==> src/rtl/ddr2_seq_pkg.sv <==
package ddr2_seq_pkg;

  typedef enum logic [2:0] {
    C_NONE,
    C_ACT,
    C_RD,
    C_WR,
    C_PRE,
    C_PREA,
    C_REF,
    C_MRS
  } seq_cmd_e;

  typedef struct packed {
    logic cs_n;
    logic ras_n;
    logic cas_n;
    logic we_n;
  } pin_code_t;

  function automatic pin_code_t seq_encode(seq_cmd_e c);
    pin_code_t p;
    case (c)
      C_ACT:   p = 4'b0011;
      C_RD:    p = 4'b0101;
      C_WR:    p = 4'b0100;
      C_PRE:   p = 4'b0010;
      C_PREA:  p = 4'b0010;
      C_REF:   p = 4'b0001;
      C_MRS:   p = 4'b0000;
      default: p = 4'b1111;
    endcase
    return p;
  endfunction

endpackage

==> src/rtl/ddr2_bank_track.sv <==
module ddr2_bank_track
  import ddr2_seq_pkg::*;
#(
  parameter int BANK_W  = 3,
  parameter int ROW_W   = 14,
  parameter int TIMER_W = 4,
  localparam int NB     = 1 << BANK_W
) (
  input  logic                     clk,
  input  logic                     rst_n,
  input  seq_cmd_e                 issue,
  input  logic [BANK_W-1:0]        issue_bank,
  input  logic [ROW_W-1:0]         issue_row,
  input  logic [TIMER_W-1:0]       cfg_trcd_m1,
  input  logic [TIMER_W-1:0]       cfg_trp_m1,
  input  logic [TIMER_W-1:0]       cfg_tras_m1,
  input  logic [TIMER_W-1:0]       cfg_trrd_m1,
  output logic [NB-1:0]            open_o,
  output logic [NB-1:0][ROW_W-1:0] row_o,
  output logic [NB-1:0]            rdy_o,
  output logic [NB-1:0]            ras_ok_o,
  output logic                     rrd_ok_o
);

  logic [TIMER_W-1:0] rrd_q;

  always_ff @(posedge clk) begin
    if (!rst_n) rrd_q <= '0;
    else if (issue == C_ACT) rrd_q <= cfg_trrd_m1;
    else if (rrd_q != '0) rrd_q <= rrd_q - TIMER_W'(1);
  end
  assign rrd_ok_o = (rrd_q == '0);

  for (genvar g = 0; g < NB; g++) begin : g_bank
    logic               open_q;
    logic [ROW_W-1:0]   row_q;
    logic [TIMER_W-1:0] gate_q;
    logic [TIMER_W-1:0] ras_q;
    logic               hit;

    assign hit = (issue_bank == BANK_W'(g));

    // gate_q counts tRP while closed and tRCD while open
    always_ff @(posedge clk) begin
      if (!rst_n) begin
        open_q <= 1'b0;
        row_q  <= '0;
        gate_q <= '0;
      end else if (issue == C_PREA) begin
        open_q <= 1'b0;
        gate_q <= cfg_trp_m1;
      end else if (hit && issue == C_ACT) begin
        open_q <= 1'b1;
        row_q  <= issue_row;
        gate_q <= cfg_trcd_m1;
      end else if (hit && issue == C_PRE) begin
        open_q <= 1'b0;
        gate_q <= cfg_trp_m1;
      end else if (gate_q != '0) begin
        gate_q <= gate_q - TIMER_W'(1);
      end
    end

    always_ff @(posedge clk) begin
      if (!rst_n) ras_q <= '0;
      else if (hit && issue == C_ACT) ras_q <= cfg_tras_m1;
      else if (ras_q != '0) ras_q <= ras_q - TIMER_W'(1);
    end

    assign open_o[g]   = open_q;
    assign row_o[g]    = row_q;
    assign rdy_o[g]    = (gate_q == '0);
    assign ras_ok_o[g] = (ras_q == '0);


    prea_closes_chk: assert property (@(posedge clk) disable iff (!rst_n)
      (issue == C_PREA) |=> !open_q);
  end


  act_spacing_chk: assert property (@(posedge clk) disable iff (!rst_n)
    (issue == C_ACT && cfg_trrd_m1 != '0) |=> !rrd_ok_o);

endmodule

==> src/rtl/ddr2_cmd_pick.sv <==
module ddr2_cmd_pick
  import ddr2_seq_pkg::*;
#(
  parameter int BANK_W = 3,
  parameter int ROW_W  = 14,
  localparam int NB    = 1 << BANK_W
) (
  input  logic                     init_pending,
  input  logic                     req_valid,
  input  logic                     req_write,
  input  logic [BANK_W-1:0]        req_bank,
  input  logic [ROW_W-1:0]         req_row,
  input  logic [NB-1:0]            open_i,
  input  logic [NB-1:0][ROW_W-1:0] row_i,
  input  logic [NB-1:0]            rdy_i,
  input  logic [NB-1:0]            ras_ok_i,
  input  logic                     rrd_ok_i,
  output seq_cmd_e                 cmd,
  output logic                     ready
);

  logic sel_open, sel_hit, sel_rdy, sel_ras;

  assign sel_open = open_i[req_bank];
  assign sel_hit  = (row_i[req_bank] == req_row);
  assign sel_rdy  = rdy_i[req_bank];
  assign sel_ras  = ras_ok_i[req_bank];

  always_comb begin
    cmd   = C_NONE;
    ready = 1'b0;
    if (init_pending) begin
      cmd = C_PREA;
    end else if (req_valid) begin
      if (!sel_open) begin
        if (sel_rdy && rrd_ok_i) cmd = C_ACT;
      end else if (sel_hit) begin
        if (sel_rdy) begin
          cmd   = req_write ? C_WR : C_RD;
          ready = 1'b1;
        end
      end else if (sel_ras) begin
        cmd = C_PRE;
      end
    end
  end

endmodule

==> src/rtl/ddr2_pin_drive.sv <==
module ddr2_pin_drive
  import ddr2_seq_pkg::*;
#(
  parameter int BANK_W = 3,
  parameter int ADDR_W = 14,
  parameter int ROW_W  = 14,
  parameter int COL_W  = 10,
  localparam int AP_BIT = 10
) (
  input  logic              clk,
  input  logic              rst_n,
  input  seq_cmd_e          cmd,
  input  logic [BANK_W-1:0] bank,
  input  logic [ROW_W-1:0]  row,
  input  logic [COL_W-1:0]  col,
  output logic              cs_n,
  output logic              ras_n,
  output logic              cas_n,
  output logic              we_n,
  output logic [BANK_W-1:0] ba,
  output logic [ADDR_W-1:0] addr
);

  pin_code_t         code;
  logic [ADDR_W-1:0] addr_d;
  logic [BANK_W-1:0] ba_d;

  always_comb begin
    code   = seq_encode(cmd);
    addr_d = '0;
    ba_d   = '0;
    case (cmd)
      C_ACT:       begin addr_d = ADDR_W'(row); ba_d = bank; end
      C_RD, C_WR:  begin addr_d = ADDR_W'(col); ba_d = bank; end
      C_PRE:       ba_d = bank;
      C_PREA:      addr_d[AP_BIT] = 1'b1;
      default:     ;
    endcase
  end

  always_ff @(posedge clk) begin
    if (!rst_n) begin
      {cs_n, ras_n, cas_n, we_n} <= 4'b1111;
      ba   <= '0;
      addr <= '0;
    end else begin
      {cs_n, ras_n, cas_n, we_n} <= code;
      ba   <= ba_d;
      addr <= addr_d;
    end
  end


  col_ap_low_chk: assert property (@(posedge clk) disable iff (!rst_n)
    (cmd == C_RD || cmd == C_WR) |=> (!cs_n && ras_n && !addr[AP_BIT]));

endmodule

==> src/rtl/ddr2_cmd_seq.sv <==
module ddr2_cmd_seq
  import ddr2_seq_pkg::*;
#(
  parameter int BANK_W  = 3,
  parameter int ADDR_W  = 14,
  parameter int ROW_W   = 14,
  parameter int COL_W   = 10,
  parameter int TIMER_W = 4
) (
  input  logic               clk,
  input  logic               rst_n,
  input  logic [TIMER_W-1:0] cfg_trcd_m1,
  input  logic [TIMER_W-1:0] cfg_trp_m1,
  input  logic [TIMER_W-1:0] cfg_tras_m1,
  input  logic [TIMER_W-1:0] cfg_trrd_m1,
  input  logic               req_valid,
  output logic               req_ready,
  input  logic               req_write,
  input  logic [BANK_W-1:0]  req_bank,
  input  logic [ROW_W-1:0]   req_row,
  input  logic [COL_W-1:0]   req_col,
  output logic               ddr_cs_n,
  output logic               ddr_ras_n,
  output logic               ddr_cas_n,
  output logic               ddr_we_n,
  output logic [BANK_W-1:0]  ddr_ba,
  output logic [ADDR_W-1:0]  ddr_addr
);

  localparam int NB = 1 << BANK_W;

  seq_cmd_e                 pick_cmd;
  logic                     pick_ready;
  logic                     init_pending;
  logic [NB-1:0]            bank_open;
  logic [NB-1:0][ROW_W-1:0] bank_row;
  logic [NB-1:0]            bank_rdy;
  logic [NB-1:0]            bank_ras_ok;
  logic                     rrd_ok;

  always_ff @(posedge clk) begin
    if (!rst_n) init_pending <= 1'b1;
    else if (pick_cmd == C_PREA) init_pending <= 1'b0;
  end

  ddr2_bank_track #(.BANK_W(BANK_W), .ROW_W(ROW_W), .TIMER_W(TIMER_W)) u_track (
    .clk(clk), .rst_n(rst_n), .issue(pick_cmd), .issue_bank(req_bank),
    .issue_row(req_row), .cfg_trcd_m1(cfg_trcd_m1), .cfg_trp_m1(cfg_trp_m1),
    .cfg_tras_m1(cfg_tras_m1), .cfg_trrd_m1(cfg_trrd_m1),
    .open_o(bank_open), .row_o(bank_row), .rdy_o(bank_rdy),
    .ras_ok_o(bank_ras_ok), .rrd_ok_o(rrd_ok)
  );

  ddr2_cmd_pick #(.BANK_W(BANK_W), .ROW_W(ROW_W)) u_pick (
    .init_pending(init_pending), .req_valid(req_valid), .req_write(req_write),
    .req_bank(req_bank), .req_row(req_row), .open_i(bank_open),
    .row_i(bank_row), .rdy_i(bank_rdy), .ras_ok_i(bank_ras_ok),
    .rrd_ok_i(rrd_ok), .cmd(pick_cmd), .ready(pick_ready)
  );

  ddr2_pin_drive #(.BANK_W(BANK_W), .ADDR_W(ADDR_W), .ROW_W(ROW_W), .COL_W(COL_W)) u_pins (
    .clk(clk), .rst_n(rst_n), .cmd(pick_cmd), .bank(req_bank), .row(req_row),
    .col(req_col), .cs_n(ddr_cs_n), .ras_n(ddr_ras_n), .cas_n(ddr_cas_n),
    .we_n(ddr_we_n), .ba(ddr_ba), .addr(ddr_addr)
  );

  assign req_ready = pick_ready;


  no_accept_in_init_chk: assert property (@(posedge clk) disable iff (!rst_n)
    init_pending |-> !req_ready);


  ready_with_column_chk: assert property (@(posedge clk) disable iff (!rst_n)
    req_ready |-> (pick_cmd == C_RD || pick_cmd == C_WR));


  column_row_open_chk: assert property (@(posedge clk) disable iff (!rst_n)
    (pick_cmd == C_RD || pick_cmd == C_WR) |->
      (bank_open[req_bank] && bank_row[req_bank] == req_row));


  act_bank_closed_chk: assert property (@(posedge clk) disable iff (!rst_n)
    (pick_cmd == C_ACT) |-> (!bank_open[req_bank] && rrd_ok));


  pre_after_tras_chk: assert property (@(posedge clk) disable iff (!rst_n)
    (pick_cmd == C_PRE) |-> (bank_open[req_bank] && bank_ras_ok[req_bank]));

endmodule

==> config.mk <==
export PLATFORM = sky130hd
export DESIGN_NAME = ddr2_cmd_seq
export DESIGN_NICKNAME = d
export VERILOG_FILES = /design/src/rtl/ddr2_seq_pkg.sv /design/src/rtl/ddr2_bank_track.sv /design/src/rtl/ddr2_cmd_pick.sv /design/src/rtl/ddr2_pin_drive.sv /design/src/rtl/ddr2_cmd_seq.sv
export SDC_FILE = /design/constraint.sdc
export NUM_CORES = 1
export LEC_CHECK = 0
export ABC_AREA = 1
export BUFFER_PORTS_ARGS = -buffer_cell sky130_fd_sc_hd__buf_2
export CORE_MARGIN = 1
export CORE_UTILIZATION = 56
export DETAILED_ROUTE_END_ITERATION = 7
export HOLD_SLACK_MARGIN = 0.1
export PLACE_DENSITY = 0.88
export SLEW_MARGIN = 10
export SYNTH_ARGS = -nofsm -noshare
export SYNTH_HDL_FRONTEND = slang
export SYNTH_HIERARCHICAL = 1
export SYNTH_SLANG_ARGS = --single-unit
export TNS_END_PERCENT = 10
==> constraint.sdc <==
create_clock -name clk -period 2.7 [get_ports clk]
set_input_delay 0.135 -clock clk [delete_from_list [all_inputs] [get_ports clk]]
set_output_delay 0.135 -clock clk [all_outputs]
set_load 0.02 [all_outputs]
==> flow_summary.ini, run 1 <==
[setup_path]
ff2ff_path_depth = 17
cp_top_family = simple AND/OR/NAND/NOR gates
cp_slowest_cell = o221a_2
crit_cells = 17
cp.required_ns = 3.13
startpoint_type = flip-flop
crit_path_end_kind = flip-flop
worstSetupPathType = flip-flop to flip-flop
crit_path_max_fanout = 6
arrival_ns = 3.58
cp.buffers_inverters = 4
max_stage_delay_ns = 0.35
r2r_slack_ns = -0.44
path_cells = inv_1 -> ha_1 -> nand2_1 -> inv_1 -> nor2_1 -> o221a_2 -> nor2_1 -> nand4_1 -> nand2_4 -> nand2_2 -> buf_4 -> nor2_1 -> buf_4 -> nand2_1 -> nand3_1 -> nand2_1 -> a21oi_1

[floorplanning]
ios = 69
fp.dieArea_um2 = 21110
rows = 52
die_w_um = 145.3
start_util_pct = 57.01
core_um2 = 20170
die_h_um = 145.3

[clock_network]
cts_root_buffer = clkbuf_16
clkTransAtPathRegs_ns = 0.07
cts_tree = built
cts_inserted_buffers = 23
htreeDepth = 1
cts.path.max_buffers = 3
cts_sinks = 210
clk_latency_ns = 0.54

[outcome]
violations = DRC, setup timing
outcome = complete, but fails checks

[logic_synthesis]
netlist_instances = 1783
yosys_warnings = 6
synth.avg_cell_area_um2 = 6.449
syn_area_um2 = 11500
seq_area_frac_synth_pct = 36.56
ys_ff_latch = 210
syn-num-nets = 1864
ys_types = 34

[detailed_routing]
finalWirelength_um = 44130
vias = 13825
drc_errors = 6
drtPass1Iterations = 8
viasPerCell = 6.169
wl_per_cell_um = 19.69
final_antenna_net_count = 0
initialDrtViolationCount = 2185

[finish]
num-nets-final = 2036
num_antenna_cells = 0
fin_util_pct = 73.39
syn2layout_area_growth_pct = 28.73
layout-drive-gt1-share_pct = 21.36

[power]
p_leak_nw = 6.963
peakVddDrop_uv = 633.4
p_per_area_nw_per_um2 = 866.1

[sta]
fmax_mhz = 318.2
drv_slew = 0
relSlewSlack_pct = 51.26
hold_violations = 0
whs_ns = 0.1230
fin_ws_ns = -0.4426
rsz0062_at_grt = true
post-route-period-util_pct = 116.4
worst_pin_slew_ns = 0.7272
fin_crit_ns = 3.143
clock_skew_ns = 0.03263
setup_viol = 202

[grt]
grt_pass1_wl_um = 59530
grt_use_total_pct = 34.35
antenna_found_initial = 0
grt_pass1_vias = 12263
grt_start_max_net_pins = 85
gr-total-overflow = 0

[worst_hold_path]
whs_path_depth = 4
min_path_type = input port to flip-flop

[place]
place.gp.congestion = 0.9685
io_buffers = 68
hpwl_um = 24270

[job]
max_cap_violations = 0
==> worst reg2reg max path: cells and delay by family (launching register included) <==
| kind | cells | cell delay [ns] |
|---|---|---|
| AOI/OAI and AO/OA | 2 | 0.56 |
| adders and majority gates | 1 | 0.16 |
| buffers and inverters | 4 | 0.62 |
| DFF | 1 | 0.33 |
| and+or+nand+nor | 10 | 1.38 |
==> per-layer routing <==
layer	wire length [um]	GRT usage (%)	up-vias
met5	0	0	-
met3	5783	5.881	424
met2	19440	58.29	1190
met1	14760	40.58	6187
met4	4149	20.68	0
li1	-	-	6024
==> metrics by stage <==
stage          total power, mW  cells  area [um2]  setup WS (ns)  setup TNS (ns)
6_report                 12.82   2241       14800        -0.4426          -44.31
5_1_grt                  13.38   2241       14800        -0.5638          -75.88
4_1_cts                  11.64   2230       14010       0.007978               0
3_5_place_dp             8.381   2154       12840        -0.3095          -39.96
3_3_place_gp             8.127   2154       12840        -0.1957          -22.45
2_1_floorplan            7.078   1783       11500        0.02226               0
==> cell usage after synthesis, drive strengths merged <==
library cell	count	area, um2
nand2	395	1495
nor2	359	1395
dfxtp	210	4204
nand3	181	915.9
inv	168	633.1
o21ai	166	830.8
a21oi	77	385.4
buf	59	375.3
clkbuf	45	170.2
ha	34	425.4
a211oi	17	127.6
xnor2	14	122.6
a31oi	13	81.33
xor2	12	105.1
nand4	9	56.30
nor3	8	50.05
nand3b	5	37.54
o221ai	3	26.28
a32o	2	20.02
clkinv	2	7.510
o211ai	2	15.01
nor3b	1	7.510
o221a	1	11.26
==> state kept, by name, summed over array words and instances (netlist names) <==
name / count
u_pins/we_n: 1
u_pins/ras_n: 1
init_pending: 1
u_track/g_bank.ras_q: 32
u_track/rrd_q: 4
u_track/g_bank.gate_q: 32
u_pins/cs_n: 1
u_pins/addr: 14
u_pins/ba: 3
u_track/g_bank.row_q: 112
u_pins/cas_n: 1
u_track/g_bank.open_q: 8
==> power breakdown <==
| group | internal (mW) | leakage (nW) | switching [mW] |
|---|---|---|---|
| clock | 1.85 | 0.377 | 1.35 |
| sequential | 3.63 | 1.72 | 0.367 |
| combinational | 2.16 | 4.87 | 3.46 |
==> path summary, 6_finish.rpt <==
kind	startpoint	endpoint
worst max-delay path	u_track/g_bank[1].ras_q[0]	u_track/g_bank[2].gate_q[2]
worst min-delay path	req_row[7]	u_track/g_bank[1].row_q[7]
worst max register to register	u_track/g_bank[1].ras_q[0]	u_track/g_bank[2].gate_q[2]
worst min register to register	u_track/g_bank[2].open_q	u_track/g_bank[2].open_q
==> what timing repair did <==
action                                  4_1_cts  5_1_grt
pin swaps                                     2       51
gates resized for setup                      18      214
gates cloned                                  0        1
setup buffers                                 0       10
hold endpoints to repair                    120        0
endpoints found under the setup margin      178      197
hold buffers                                 35        0
==> cell usage in the layout, fill, tap and decap left out, types with 24 or more instances in the layout <==
cell,netlist,routed
nand2_1,390,366
nor2_1,350,318
dfxtp_1,210,202
inv_1,155,150
nand3_1,179,150
o21ai_0,161,135
buf_4,17,109
buf_2,36,67
a21oi_1,77,54
dlygate4sd3_1,0,35
ha_1,34,33
nand3_2,2,27
nor2_2,4,27
o21ai_1,5,25
clkbuf_16,0,24
==> final cells by class <==
class	instances	area, um2
clock inverter	8	73.82
sequential	210	4214
fill	1343	5368
multi-input combinational	1299	6714
timing repair buffer	251	2116
inverter	170	663.1
tap	270	337.8
clock buffer	33	683.2
==> logic make-up after synthesis <==
logic type	count (synthesis)	synth area share [%]
AO/OA/AOI/OAI	281	13.02
XOR/XNOR	26	1.980
adder cells (fa/ha/maj)	34	3.700
buffers and inverters	274	10.32
flip-flops	210	36.56
AND/OR/NAND/NOR	958	34.42
Note: power is estimated with default switching activity, not from simulation.
==> run 2, diff against run 1 <==
==> constraint.sdc (replaced) <==
create_clock -name clk -period 2.75 [get_ports clk]
set_input_delay 0.1375 -clock clk [delete_from_list [all_inputs] [get_ports clk]]
set_output_delay 0.1375 -clock clk [all_outputs]
set_load 0.02 [all_outputs]
==> run 2 against run 1 <==
  * The run still ends with DRC, setup timing left
  * Clock skew down 0.012 ns
  * Maximum frequency up 1.4%
  * Critical path depth down 2
  * Sequential power down 3%
  * Flip-flop and latch count unchanged
  * Sequential share of layout area up 0.76 points
  * Setup slack better by 0.092 ns
  * Clock-buffer cell count up 1
  * Critical endpoint is now u_track/g_bank[5].row_q[2]
  * Largest cell class unchanged
==> flow_summary.ini, run 2 (same netlist as run 1, synthesis figures left out) <==
[grt]
grt_pass1_vias = 12438
grt_use_total_pct = 34.16
antenna_found_initial = 0
gr-total-overflow = 0
grt_start_max_net_pins = 150
grt_pass1_wl_um = 59370

[floorplanning]
fp.dieArea_um2 = 21110
die_w_um = 145.3
ios = 69
start_util_pct = 57.01
core_um2 = 20170
rows = 52
die_h_um = 145.3

[finish]
syn2layout_area_growth_pct = 25.40
top_regs = u_track/g_bank.row_q x112, u_track/g_bank.gate_q x32, u_track/g_bank.ras_q x32
layout.cells.most_common = nand2_1
layout-drive-gt1-share_pct = 18.12
num-fill-cells = 1452
num-nets-final = 2022
largest_register_ffs = 112
num_antenna_cells = 0
final_cell_mix = nand2_1, nor2_1, dfxtp_1
top_register = u_track/g_bank.row_q
finalInstanceArea_um2 = 14420

[place]
dp_slack_ns = -0.2026
hpwl_um = 24050
io_buffers = 68
place.gp.congestion = 0.9794
placed_cell_area_um2 = 12790

[setup_path]
worstSetupPathType = flip-flop to flip-flop
cp.required_ns = 3.15
max_stage_delay_ns = 0.44
cp_top_family = simple AND/OR/NAND/NOR gates
cp.buffers_inverters = 4
crit_path_max_fanout = 14
crit_path_end_kind = flip-flop
arrival_ns = 3.50
startpoint_type = flip-flop
path_cells = inv_1 -> ha_1 -> nand2_1 -> nor2_2 -> nor2_1 -> o221ai_2 -> nand3_2 -> buf_4 -> nor3_4 -> inv_2 -> nand3_4 -> nor2_4 -> buf_4 -> o21ai_0 -> nor2_1
cp_slowest_cell = o21ai_0

[sta]
worst_pin_slew_ns = 0.5708
setup_viol = 187
relSlewSlack_pct = 61.95
post-route-period-util_pct = 112.7
fmax_mhz = 322.6
rsz0062_at_grt = true
hold_violations = 0
fin_ws_ns = -0.3502
drv_slew = 0
finalSetupTns_ns = -20.59
clock_skew_ns = 0.02044
fin_crit_ns = 3.100

[outcome]
outcome = complete, but fails checks
violations = DRC, setup timing

[power]
p_per_area_nw_per_um2 = 844.1
p_leak_nw = 6.798
peakVddDrop_uv = 650.1

[clock_network]
cts.path.max_buffers = 3
cts_tree = built
clkTransAtPathRegs_ns = 0.06
cts_root_buffer = clkbuf_16
cts_sinks = 210
clk_latency_ns = 0.53
htreeDepth = 1
cts_inserted_buffers = 24

[detailed_routing]
final_antenna_net_count = 0
initialDrtViolationCount = 1930
finalWirelength_um = 41540
drtPass1Iterations = 8
drc_errors = 42
viasPerCell = 6.074
wl_per_cell_um = 18.64
vias = 13539

[job]
max_cap_violations = 0

[worst_hold_path]
min_path_type = input port to flip-flop
run 2: changes by cell type in the layout (fill, tap and decap cells not counted), sizes merged:
cell          delta
dlygate4sd3      +1
clkinv           +1
dlymetal6s4s     +1
buf             -17
clkinvlp         +1
clkbuf           +1
run 2: stage by stage:
stage                     instances  total power, mW  util [%]  hold WS, ns
after global routing           2229            12.79     71.49       0.1161
after detailed placement       2143            8.306     63.42       0.3371
final                          2229            12.17     71.49       0.1087
after global placement         2143            8.053     63.42       0.3355
after floorplan                1783            6.948         -       0.2062
after CTS                      2224            11.50     69.31       0.1003
run 2: worst reg2reg max path, stage by stage (launching register included):
cell and delay, ns:
dfxtp_1 0.31, inv_1 0.09, ha_1 0.19, nand2_1 0.10, nor2_2 0.35, nor2_1 0.14, o221ai_2 0.21, nand3_2 0.13
buf_4 0.16, nor3_4 0.15, inv_2 0.11, nand3_4 0.20, nor2_4 0.09, buf_4 0.22, o21ai_0 0.45, nor2_1 0.09
run 2: what timing repair did:
item                       4_1_cts  5_1_grt
buffers inserted                 0        4
setup endpoints to repair       51      196
gates resized for setup         11      131
pin swaps                        0       21
hold buffers                    37        0
hold endpoints to repair       133        0
gates cloned                     0        1
run 2: path summary, 6_finish.rpt:
path / startpoint / slack (ns) / end / cells after the start
min: req_row[6] / 0.11 / u_pins/addr[6] / 4
min reg2reg: u_track/g_bank[0].open_q / 0.48 / u_track/g_bank[0].open_q / 2
max reg2reg: u_track/g_bank[3].gate_q[0] / -0.35 / u_track/g_bank[5].row_q[2] / 15
max: u_track/g_bank[3].gate_q[0] / -0.35 / u_track/g_bank[5].row_q[2] / 15
run 2: where the power goes:
group / switching (mW) / internal (mW)
sequential: 0.326 / 3.56
combinational: 3.11 / 2.00
clock: 1.33 / 1.84
total: 4.77 / 7.40
run 2: cell type report:
type / instances / area (um2) / area share [%]
Clock buffer: 34 / 688.2 / 4.773
Sequential cell: 210 / 4215 / 29.23
Multi-Input combinational cell: 1299 / 6470 / 44.87
Inverter: 170 / 656.9 / 4.556
Clock inverter: 10 / 88.84 / 0.6161
Timing Repair Buffer: 236 / 1962 / 13.61
Tap cell: 270 / 337.8 / 2.343
run 2: layer usage:
layer	vias up	global-route usage, %	wire length (um)
li1	6009	-	-
met1	6082	39.83	14220
met2	1080	58.20	18490
met3	368	5.346	5049
met4	0	22.26	3782
met5	-	0	0
